==> config.mk <==
export PLATFORM = sky130hd
export DESIGN_NAME = tlul_src_tracker
export DESIGN_NICKNAME = d
export VERILOG_FILES = /design/src/rtl/src_trk_pkg.sv /design/src/rtl/src_trk_table.sv /design/src/rtl/src_trk_rules.sv /design/src/rtl/src_trk_err.sv /design/src/rtl/tlul_src_tracker.sv
export SDC_FILE = /design/constraint.sdc
export NUM_CORES = 1
export LEC_CHECK = 0
export BUFFER_PORTS_ARGS = -buffer_cell sky130_fd_sc_hd__buf_4
export CORE_UTILIZATION = 62
export CTS_BUF_LIST = sky130_fd_sc_hd__clkbuf_4
export DETAILED_ROUTE_END_ITERATION = 12
export GPL_TIMING_DRIVEN = 0
export PLACE_DENSITY = 0.84
export SETUP_SLACK_MARGIN = 0.02
export SLEW_MARGIN = 10
export SYNTH_ARGS = -nofsm -noshare
export SYNTH_HDL_FRONTEND = slang
export SYNTH_SLANG_ARGS = --single-unit
==> constraint.sdc <==
create_clock -name clk_i -period 3.1 [get_ports clk_i]
set_input_delay 0.31 -clock clk_i [delete_from_list [all_inputs] [get_ports clk_i]]
set_output_delay 0.31 -clock clk_i [all_outputs]
set_load 0.1 [all_outputs]
==> src/rtl/src_trk_pkg.sv <==
package src_trk_pkg;
  localparam int OP_W    = 3;
  localparam int PARAM_W = 3;
  localparam int CODE_W  = 3;

  localparam logic [OP_W-1:0] A_GET      = 3'd4;
  localparam logic [OP_W-1:0] D_ACK      = 3'd0;
  localparam logic [OP_W-1:0] D_ACK_DATA = 3'd1;

  typedef enum logic [CODE_W-1:0] {
    ERR_NONE   = 3'd0,
    ERR_DUP    = 3'd1,
    ERR_ORPHAN = 3'd2,
    ERR_OPCODE = 3'd3,
    ERR_SIZE   = 3'd4,
    ERR_PARAM  = 3'd5
  } err_code_e;
endpackage

==> src/rtl/src_trk_table.sv <==
module src_trk_table
  import src_trk_pkg::*;
#(
  parameter int SRC_W  = 4,
  parameter int SIZE_W = 2,
  parameter int MASK_W = 4
) (
  input  logic              clk_i,
  input  logic              rst_ni,
  input  logic              a_fire_i,
  input  logic [SRC_W-1:0]  a_src_i,
  input  logic [OP_W-1:0]   a_op_i,
  input  logic [SIZE_W-1:0] a_size_i,
  input  logic [MASK_W-1:0] a_mask_i,
  input  logic              d_fire_i,
  input  logic [SRC_W-1:0]  d_src_i,
  output logic [(1<<SRC_W)-1:0] pend_o,
  output logic              a_hit_o,
  output logic              d_pend_o,
  output logic [OP_W-1:0]   d_op_o,
  output logic [SIZE_W-1:0] d_size_o
);
  localparam int N = 1 << SRC_W;

  logic [N-1:0]      pend_q;
  logic [OP_W-1:0]   op_q   [N];
  logic [SIZE_W-1:0] size_q [N];
  logic [MASK_W-1:0] mask_q [N];
  logic [N-1:0]      set_w, clr_w;

  for (genvar k = 0; k < N; k++) begin : g_ent
    assign set_w[k] = a_fire_i && (a_src_i == SRC_W'(k));
    assign clr_w[k] = d_fire_i && (d_src_i == SRC_W'(k));

    // set wins over clear: same-ID request and response in one cycle
    always_ff @(posedge clk_i or negedge rst_ni) begin
      if (!rst_ni) begin
        pend_q[k] <= 1'b0;
        op_q[k]   <= '0;
        size_q[k] <= '0;
        mask_q[k] <= '0;
      end else if (set_w[k]) begin
        pend_q[k] <= 1'b1;
        op_q[k]   <= a_op_i;
        size_q[k] <= a_size_i;
        mask_q[k] <= a_mask_i;
      end else if (clr_w[k]) begin
        pend_q[k] <= 1'b0;
      end
    end

    p_mask_hold_r2: assert property (@(posedge clk_i) disable iff (!rst_ni)
      (pend_q[k] && !set_w[k]) |=> $stable(mask_q[k]));
  end

  assign pend_o   = pend_q;
  assign a_hit_o  = pend_q[a_src_i];
  assign d_pend_o = pend_q[d_src_i];
  assign d_op_o   = op_q[d_src_i];
  assign d_size_o = size_q[d_src_i];

  p_set_pending_r2: assert property (@(posedge clk_i) disable iff (!rst_ni)
    a_fire_i |=> pend_q[$past(a_src_i)]);

  p_retire_r3: assert property (@(posedge clk_i) disable iff (!rst_ni)
    (d_fire_i && !(a_fire_i && a_src_i == d_src_i)) |=> !pend_q[$past(d_src_i)]);
endmodule

==> src/rtl/src_trk_rules.sv <==
module src_trk_rules
  import src_trk_pkg::*;
#(
  parameter int SRC_W  = 4,
  parameter int SIZE_W = 2
) (
  input  logic               a_fire_i,
  input  logic [SRC_W-1:0]   a_src_i,
  input  logic               a_hit_i,
  input  logic               d_fire_i,
  input  logic [SRC_W-1:0]   d_src_i,
  input  logic [OP_W-1:0]    d_op_i,
  input  logic [PARAM_W-1:0] d_param_i,
  input  logic [SIZE_W-1:0]  d_size_i,
  input  logic               d_pend_i,
  input  logic [OP_W-1:0]    d_stored_op_i,
  input  logic [SIZE_W-1:0]  d_stored_size_i,
  output logic               viol_o,
  output err_code_e          code_o,
  output logic [SRC_W-1:0]   src_o
);
  logic [OP_W-1:0] exp_op;
  logic            dup;

  assign exp_op = (d_stored_op_i == A_GET) ? D_ACK_DATA : D_ACK;
  // a slot freed by a same-cycle response may be reused
  assign dup = a_fire_i && a_hit_i && !(d_fire_i && d_src_i == a_src_i);

  always_comb begin
    code_o = ERR_NONE;
    src_o  = d_src_i;
    if (d_fire_i) begin
      if (!d_pend_i)                        code_o = ERR_ORPHAN;
      else if (d_op_i != exp_op)            code_o = ERR_OPCODE;
      else if (d_size_i != d_stored_size_i) code_o = ERR_SIZE;
      else if (d_param_i != '0)             code_o = ERR_PARAM;
    end
    if (code_o == ERR_NONE && dup) begin
      code_o = ERR_DUP;
      src_o  = a_src_i;
    end
  end

  assign viol_o = (code_o != ERR_NONE);
endmodule

==> src/rtl/src_trk_err.sv <==
module src_trk_err
  import src_trk_pkg::*;
#(
  parameter int SRC_W = 4
) (
  input  logic             clk_i,
  input  logic             rst_ni,
  input  logic             clr_i,
  input  logic             viol_i,
  input  err_code_e        code_i,
  input  logic [SRC_W-1:0] src_i,
  output logic             err_o,
  output err_code_e        code_o,
  output logic [SRC_W-1:0] src_o
);
  always_ff @(posedge clk_i or negedge rst_ni) begin
    if (!rst_ni) begin
      err_o  <= 1'b0;
      code_o <= ERR_NONE;
      src_o  <= '0;
    end else if (viol_i && (clr_i || !err_o)) begin
      err_o  <= 1'b1;
      code_o <= code_i;
      src_o  <= src_i;
    end else if (clr_i) begin
      err_o  <= 1'b0;
      code_o <= ERR_NONE;
      src_o  <= '0;
    end
  end

  p_sticky_r11: assert property (@(posedge clk_i) disable iff (!rst_ni)
    (err_o && !clr_i) |=> (err_o && $stable(code_o) && $stable(src_o)));

  p_clear_r11: assert property (@(posedge clk_i) disable iff (!rst_ni)
    (clr_i && !viol_i) |=> !err_o);
endmodule

==> src/rtl/tlul_src_tracker.sv <==
module tlul_src_tracker
  import src_trk_pkg::*;
#(
  parameter int SRC_W  = 4,
  parameter int SIZE_W = 2,
  parameter int MASK_W = 4
) (
  input  logic              clk_i,
  input  logic              rst_ni,
  input  logic              a_valid_i,
  input  logic              a_ready_i,
  input  logic [2:0]        a_opcode_i,
  input  logic [SIZE_W-1:0] a_size_i,
  input  logic [MASK_W-1:0] a_mask_i,
  input  logic [SRC_W-1:0]  a_source_i,
  input  logic              d_valid_i,
  input  logic              d_ready_i,
  input  logic [2:0]        d_opcode_i,
  input  logic [2:0]        d_param_i,
  input  logic [SIZE_W-1:0] d_size_i,
  input  logic [SRC_W-1:0]  d_source_i,
  input  logic              clr_i,
  output logic              err_o,
  output logic [2:0]        err_code_o,
  output logic [SRC_W-1:0]  err_src_o,
  output logic              idle_o
);
  localparam int N = 1 << SRC_W;

  logic              a_fire, d_fire, a_hit, d_pend, viol;
  logic [N-1:0]      pend;
  logic [OP_W-1:0]   d_stored_op;
  logic [SIZE_W-1:0] d_stored_size;
  logic [SRC_W-1:0]  viol_src;
  err_code_e         viol_code, err_code;

  assign a_fire = a_valid_i && a_ready_i;
  assign d_fire = d_valid_i && d_ready_i;

  src_trk_table #(.SRC_W(SRC_W), .SIZE_W(SIZE_W), .MASK_W(MASK_W)) u_table (
    .clk_i    (clk_i),
    .rst_ni   (rst_ni),
    .a_fire_i (a_fire),
    .a_src_i  (a_source_i),
    .a_op_i   (a_opcode_i),
    .a_size_i (a_size_i),
    .a_mask_i (a_mask_i),
    .d_fire_i (d_fire),
    .d_src_i  (d_source_i),
    .pend_o   (pend),
    .a_hit_o  (a_hit),
    .d_pend_o (d_pend),
    .d_op_o   (d_stored_op),
    .d_size_o (d_stored_size)
  );

  src_trk_rules #(.SRC_W(SRC_W), .SIZE_W(SIZE_W)) u_rules (
    .a_fire_i        (a_fire),
    .a_src_i         (a_source_i),
    .a_hit_i         (a_hit),
    .d_fire_i        (d_fire),
    .d_src_i         (d_source_i),
    .d_op_i          (d_opcode_i),
    .d_param_i       (d_param_i),
    .d_size_i        (d_size_i),
    .d_pend_i        (d_pend),
    .d_stored_op_i   (d_stored_op),
    .d_stored_size_i (d_stored_size),
    .viol_o          (viol),
    .code_o          (viol_code),
    .src_o           (viol_src)
  );

  src_trk_err #(.SRC_W(SRC_W)) u_err (
    .clk_i  (clk_i),
    .rst_ni (rst_ni),
    .clr_i  (clr_i),
    .viol_i (viol),
    .code_i (viol_code),
    .src_i  (viol_src),
    .err_o  (err_o),
    .code_o (err_code),
    .src_o  (err_src_o)
  );

  assign err_code_o = err_code;
  assign idle_o     = ~|pend;

  p_code_nonzero_r11: assert property (@(posedge clk_i) disable iff (!rst_ni)
    err_o |-> (err_code_o != 3'd0));

  p_orphan_r6: assert property (@(posedge clk_i) disable iff (!rst_ni)
    (d_fire && idle_o && !err_o) |=> (err_o && err_code_o == 3'd2));
endmodule

# Word-level counts from Yosys, hierarchy flattened
# Index checks and enable logic that the tools add are counted.
dict set report totals {
  reg_bits 104
  inputBits 32
  word_cells 211
}
dict set report op_classes {
  n_lt_le_gt_ge 3
  eq_ne 34
  muxes 56
  bitwise_logic 1
  n_reduce_logical 66
}
# op count
set ops {}
lappend ops {{4-bit == test, second input constant} 16}
lappend ops {{1-bit logical AND} 39}
lappend ops {{1-bit two-way mux} 37}
lappend ops {{2-bit nonzero test} 17}
lappend ops {{4-bit by 3-bit == test with 1-bit output, second input constant} 8}
lappend ops {{3-bit two-way mux} 10}
lappend ops {{4-bit by 2-bit == test with 1-bit output, second input constant} 4}
lappend ops {{16-bit OR reduction} 1}
lappend ops {{3-bit binary-select mux with 4-bit select} 1}
lappend ops {{4-bit two-way mux} 3}
lappend ops {{4-bit by 5-bit < comparator with 1-bit output, second input constant} 2}
lappend ops {{1-bit binary-select mux with 4-bit select} 2}
lappend ops {{2-bit binary-select mux with 4-bit select} 1}
lappend ops {{4-bit by 1-bit == test with 1-bit output, second input constant} 2}
lappend ops {{4-bit zero test} 2}
lappend ops {{3-bit nonzero test} 2}
lappend ops {{5-bit greater-or-equal comparator, second input constant} 1}
lappend ops {{4-bit NOT with 5-bit output} 1}
lappend ops {{4-bit == test} 1}
lappend ops {{2-bit two-way mux} 2}
lappend ops {{3-bit == test, second input constant} 1}
lappend ops {{1-bit zero test} 3}
lappend ops {{3-bit zero test} 1}
lappend ops {{3-bit != test} 1}
lappend ops {{other kinds (2)} 2}

# Depth between registers and ports, before layout
dict set report depth {
  depth_word 16
  mapped_depth 11
  mapped_depth_nobuf 8
}

# By module
# From an unflattened synthesis, not the netlist that was laid out.
dict set report unflattened {
  cells_unflattened 386
  hier_area_um2 5233.8
}
# mod instances cells_per_inst area_per_inst_um2 seq_area_each_um2
set modules_own_cells {}
lappend modules_own_cells {src_trk_table 1 312 4559.4 2402.3}
lappend modules_own_cells {src_trk_err 1 35 372.9 200.2}
lappend modules_own_cells {src_trk_rules 1 32 255.2 0.0}
lappend modules_own_cells {tlul_src_tracker 1 7 46.3 0.0}

# Worst setup path before layout
# OpenSTA, ideal clock, no wires.
dict set report synth_timing {
  path_kind {input -> register}
  startpoint {in d_source_i[0]}
  endpoint {reg u_err.err_o}
  t_arrival_ns 2.220
  t_required_ns 2.954
  setup_slack_ns 0.734
  stages 10
  path_buffers 3
  path_cell_list {buf_6 > buf_12 > o311a_1 > o41ai_2 > o2111ai_1 > nor3_2 > mux2i_1 > buf_6 > and2_1 > o221ai_1}
}
dict set report synth_via {
  elab_chain_cells 16
}
# element line_no
set synth_rtl {}
lappend synth_rtl {{start, declared} tlul_src_tracker.sv:21} ;# input logic [SRC_W-1:0] d_source_i,
lappend synth_rtl {{4-bit NOT with 5-bit output (not written as such)} {src_trk_table.sv:59, src_trk_table.sv:60}}
lappend synth_rtl {{3-bit binary-select mux with 4-bit select} src_trk_table.sv:59} ;# assign d_op_o = op_q[d_src_i];
lappend synth_rtl {{3-bit two-way mux (not written as such) (2 in series)} src_trk_table.sv:59}
lappend synth_rtl {{3-bit == test} src_trk_rules.sv:25} ;# assign exp_op = (d_stored_op_i == A_GET) ? D_ACK_DATA : D_ACK;
lappend synth_rtl {{1-bit two-way mux} src_trk_rules.sv:25}
lappend synth_rtl {{3-bit != test} src_trk_rules.sv:34} ;# else if (d_op_i != exp_op) code_o = ERR_OPCODE;
lappend synth_rtl {{3-bit two-way mux} src_trk_rules.sv:34}
lappend synth_rtl {{3-bit two-way mux} src_trk_rules.sv:33} ;# if (!d_pend_i) code_o = ERR_ORPHAN;
lappend synth_rtl {{3-bit two-way mux} src_trk_rules.sv:32} ;# if (d_fire_i) begin
lappend synth_rtl {{3-bit zero test} src_trk_rules.sv:38} ;# if (code_o == ERR_NONE && dup) begin
lappend synth_rtl {{1-bit logical AND} src_trk_rules.sv:38}
lappend synth_rtl {{3-bit two-way mux *} src_trk_rules.sv:38}
lappend synth_rtl {{3-bit nonzero test *} src_trk_rules.sv:44} ;# assign viol_o = (code_o != ERR_NONE);
lappend synth_rtl {{1-bit logical AND *} src_trk_err.sv:21} ;# end else if (viol_i && (clr_i || !err_o)) begin
lappend synth_rtl {{1-bit two-way mux or 2-bit nonzero test (tied branches)} --}
lappend synth_rtl {{end signal, assigned} src_trk_err.sv:18} ;# err_o <= 1'b0;
lappend synth_rtl {{end signal, assigned} src_trk_err.sv:22} ;# err_o <= 1'b1;
lappend synth_rtl {{end signal, assigned} src_trk_err.sv:26} ;# err_o <= 1'b0;
lappend synth_rtl {{end, declared} src_trk_err.sv:12} ;# output logic err_o,
# Mark *: on every way between the ends. The rest lies on a longest branch, timed or not. The select of a mux whose other input is x is not followed.
# A chain may end at the register's enable or synchronous reset.

# Final worst setup path
dict set report layout_timing {
  startpoint {in d_source_i[1]}
  endpoint {reg u_err.src_o[1]}
}
dict set report layout_via {
  elab_chain_cells 16
}
# element line_no
set layout_rtl {}
lappend layout_rtl {{4-bit NOT with 5-bit output (not written as such)} {src_trk_table.sv:59, src_trk_table.sv:60}}
lappend layout_rtl {{3-bit binary-select mux with 4-bit select} src_trk_table.sv:59}
lappend layout_rtl {{3-bit two-way mux (not written as such) (2 in series)} src_trk_table.sv:59}
lappend layout_rtl {{3-bit == test} src_trk_rules.sv:25}
lappend layout_rtl {{1-bit two-way mux} src_trk_rules.sv:25}
lappend layout_rtl {{3-bit != test} src_trk_rules.sv:34}
lappend layout_rtl {{3-bit two-way mux} src_trk_rules.sv:34}
lappend layout_rtl {{3-bit two-way mux} src_trk_rules.sv:33}
lappend layout_rtl {{3-bit two-way mux} src_trk_rules.sv:32}
lappend layout_rtl {{3-bit zero test} src_trk_rules.sv:38}
lappend layout_rtl {{1-bit logical AND} src_trk_rules.sv:38}
lappend layout_rtl {{3-bit two-way mux} src_trk_rules.sv:38}
lappend layout_rtl {{3-bit nonzero test} src_trk_rules.sv:44}
lappend layout_rtl {{1-bit logical AND} src_trk_err.sv:21}
lappend layout_rtl {{4-bit two-way mux or 2-bit nonzero test (tied branches)} --}
lappend layout_rtl {{end signal, assigned} src_trk_err.sv:24} ;# src_o <= src_i;
lappend layout_rtl {{end, declared} src_trk_err.sv:14} ;# output logic [SRC_W-1:0] src_o
# Parallel ways exist; a longest one is shown, timed or not. The select of a mux whose other input is x is not followed.

==> impl_metrics.toml <==
[pwr]
switching_share_pct = 30.28
ir_worst_vdd_mv = 0.3682
switchingPower_mw = 1.016
p_leak_nw = 2.641
pwr-share-comb_pct = 23.9
power_density_mw_per_mm2 = 570.2
power_frac_seq_pct = 53.2
clkPwrFrac_pct = 22.9
power.internal_mw = 2.340

[timing]
tns_ps = 0
final.period_utilization_pct = 86.17
holdWs_ps = 131.5
worst_pin_slew_ps = 1187
drv_slew = 0
relSlewSlack_pct = 20.24
hold_viol = 0
skew_ps = 22.94
max_freq_mhz = 374.4
fin_crit_ps = 2671
finalSetupViolCount = 0
grt_setup_unrepaired = "no"

[cts]
cts_setup_buffers = 0
cts_tree = "yes"
clk_latency_ps = 470
clkSinkCount = 104
clockRootBuffer = "clkbuf_4"
clk_pin_slew_ps = 150
cts_buffers = 9
clk_path_buf_depth = 2
cts_max_level = 3

[global_routing]
grt_pass1_wl_um = 19810
antenna_found_initial = 0
grt_max_degree = 105
grt_overflow = 0
grt_util_all_layers_pct = 30.49
grt_pass1_vias = 3847

[setup_path]
rr_worst_depth = 8
rr_startpoint = "u_table.op_q[16]"
cpMaxStageDelayCell = "buf_1"
startpoint = "d_source_i[1]"
critPathCaptureType = "flip-flop"
critPathRequiredTime_ps = 3440
critPathArrivalTime_ps = 3010
cp-start-kind = "input pin"
path_class = "in2reg"
cp_cell_sequence = "buf_2 > buf_1 > a32oi_1 > a21oi_1 > o2111ai_1 > nor3_2 > mux2i_1 > buf_6 > and2_1 > o221ai_1"
crit_fanout = 10
r2r_end = "u_err.src_o[1]"
r2r_setup_slack_ps = 630
endpoint = "u_err.src_o[1]"
slowest_delay_ps = 540

[floorplan]
initial_utilization_pct = 64.18
io_pins = 41
dieWidth_um = 94.46
dieHeight_um = 94.46
core_mm2 = 0.008258
die_area_mm2 = 0.008923
rows = 33

[synthesis]
syn-num-nets = 475
syn_area_per_cell_um2 = 11.96
synthTopCellsByArea = "dfrtp_1 49%, mux2_2 17%, mux4_2 4.2%"
postSynthRegisterBits = 104
synthCells = 443
ys_types = 56
synthArstFlopShare_pct = 100.0
yosys_warnings = 0
ys_seq_area_share_pct = 49.10
syn_area_mm2 = 0.005300
synth-edff-count = 0
yosysTopAreaCell = "dfrtp_1"
synthFlopType = "dfrtp_1"
yosysTopAreaCellShare_pct = 49.10

[routing]
drt_iter0_drc = 312
via_count = 3914
antenna_left = 0
drc = 0
via_per_inst = 6.534
routed_wl_um = 12690
avgRoutedWirePerCell_um = 21.18
dr.pass1.iters = 5

[run_status]
outcome = "complete, no violations"

[layout]
drive_gt1_share_pct = 30.77
fin_nets = 521
synthToLayoutAreaGrowth_pct = 11.05
diodes = 0

[placement]
io_buffers = 33
gp_congestion = 0.8804
hpwlAfterDp_um = 9045

[worst_hold_path]
hold_path_class = "in2reg"

[run]
maxCapViolCount = 0
==> cells by family after synthesis <==
family                 after synthesis  share of synthesized area, %
AND/OR/NAND/NOR                    106                         10.15
AO/OA/AOI/OAI                       80                         10.27
multiplexers                       111                         26.11
XOR/XNOR                             5                        0.8262
flip-flops                         104                         49.10
buffers and inverters               37                         3.541
==> Yosys cell counts (2+ instances only) <==
library cell    n
a211oi_1        2
a21oi_1        10
a221oi_1        2
a22oi_1         9
a31oi_1         4
and2_1          6
and3_1          5
buf_2           5
buf_6           3
clkbuf_1       13
dfrtp_1       104
inv_1          13
mux2_2         79
mux2i_1        19
mux4_1          3
mux4_2         10
nand2_1        24
nand2b_1        8
nand3_1         7
nand3b_1        2
nand4_1         3
nor2_1         30
nor2b_1         3
nor3_1          2
nor4_1          5
o2111ai_1       2
o21ai_0        30
o221ai_1        6
or3_1           2
or4_1           3
xor2_1          4
==> critical path, delay by kind of cell <==
kind,cells,cell delay (ps)
mux,1,330
compound gates,4,850
buf+inv,3,980
simple gates,2,520
==> cell usage in the layout (no fill, tap or decap), types with 3 or more instances in the layout <==
cell / count
nor4_1: 4
nand4_1: 3
clkbuf_4: 10
a31oi_1: 4
nor2_1: 30
nand3_1: 7
mux4_1: 3
xor2_1: 4
nor2b_1: 3
buf_6: 4
mux2_2: 79
nand2b_1: 8
a22oi_1: 9
o221ai_1: 6
dfrtp_1: 104
nand2_1: 24
buf_2: 5
mux2i_1: 19
and2_1: 6
or4_1: 3
o21ai_0: 30
and3_1: 5
buf_4: 33
inv_1: 13
clkbuf_1: 13
mux4_2: 10
a21oi_1: 10
==> flip-flops by register name, summed over array words and instances, names as in the netlist <==
signal and flops:
u_table.op_q 48, u_table.size_q 32, u_table.pend_o 16, u_err.src_o 4
u_err.code_o 3, u_err.err_o 1
==> what timing repair did <==
action	CTS	global route
hold endpoints to repair	0	42
resized for setup	0	0
endpoints found under the setup margin	0	0
hold buffers	0	1
==> metal layers <==
metal	share of wire [%]	global-route usage, %	up-vias
met2	50	49.88	175
met3	6.3	4.428	28
met1	42	40.50	1973
met4	2.3	14.14	0
met5	0	0	-
li1	-	-	1738
==> power groups by stage <==
stage	registers [mW]	clock network [mW]	logic (mW)
detailed placement	1.81	0	0.793
global route	1.81	0.830	0.865
finish	1.78	0.770	0.802
global placement	1.78	0	0.764
floorplan	1.84	0	0.505
CTS	1.78	0.774	0.795
==> through the flow <==
stage / power, mW / util, % / area (um^2) / setup WS (ps) / instances
2_1_floorplan: 2.349 / - / 5300 / 733.7 / 443
3_3_place_gp: 2.547 / 68.77 / 5679 / 127.8 / 581
3_5_place_dp: 2.600 / 68.77 / 5679 / 41.50 / 581
4_1_cts: 3.347 / 70.70 / 5838 / 506.4 / 597
5_1_grt: 3.506 / 71.27 / 5886 / 227.4 / 599
6_report: 3.356 / 71.27 / 5886 / 428.9 / 599
==> worst min-delay path by stage <==
stage / startpoint / end / cells after the start
floorplan: rst_ni / u_err.code_o[0] / 0
global placement: u_table.op_q[44] / u_table.op_q[44] / 1
detailed placement: u_table.op_q[19] / u_table.op_q[19] / 1
CTS: a_opcode_i[2] / u_table.op_q[8] / 2
global route: a_opcode_i[0] / u_table.op_q[27] / 2
finish: a_size_i[1] / u_table.size_q[11] / 2
==> layout make-up <==
type	count	area, um^2
well taps	105	131.4
repair buffers	35	289.0
multi-input cells	302	2516
plain buffers	24	138.9
flip-flops and latches	104	2603
clock inverters	6	83.83
inverters	13	48.80
fillers	610	2372
clock buffers	10	75.07
Note: power is estimated with default switching activity, not from simulation.
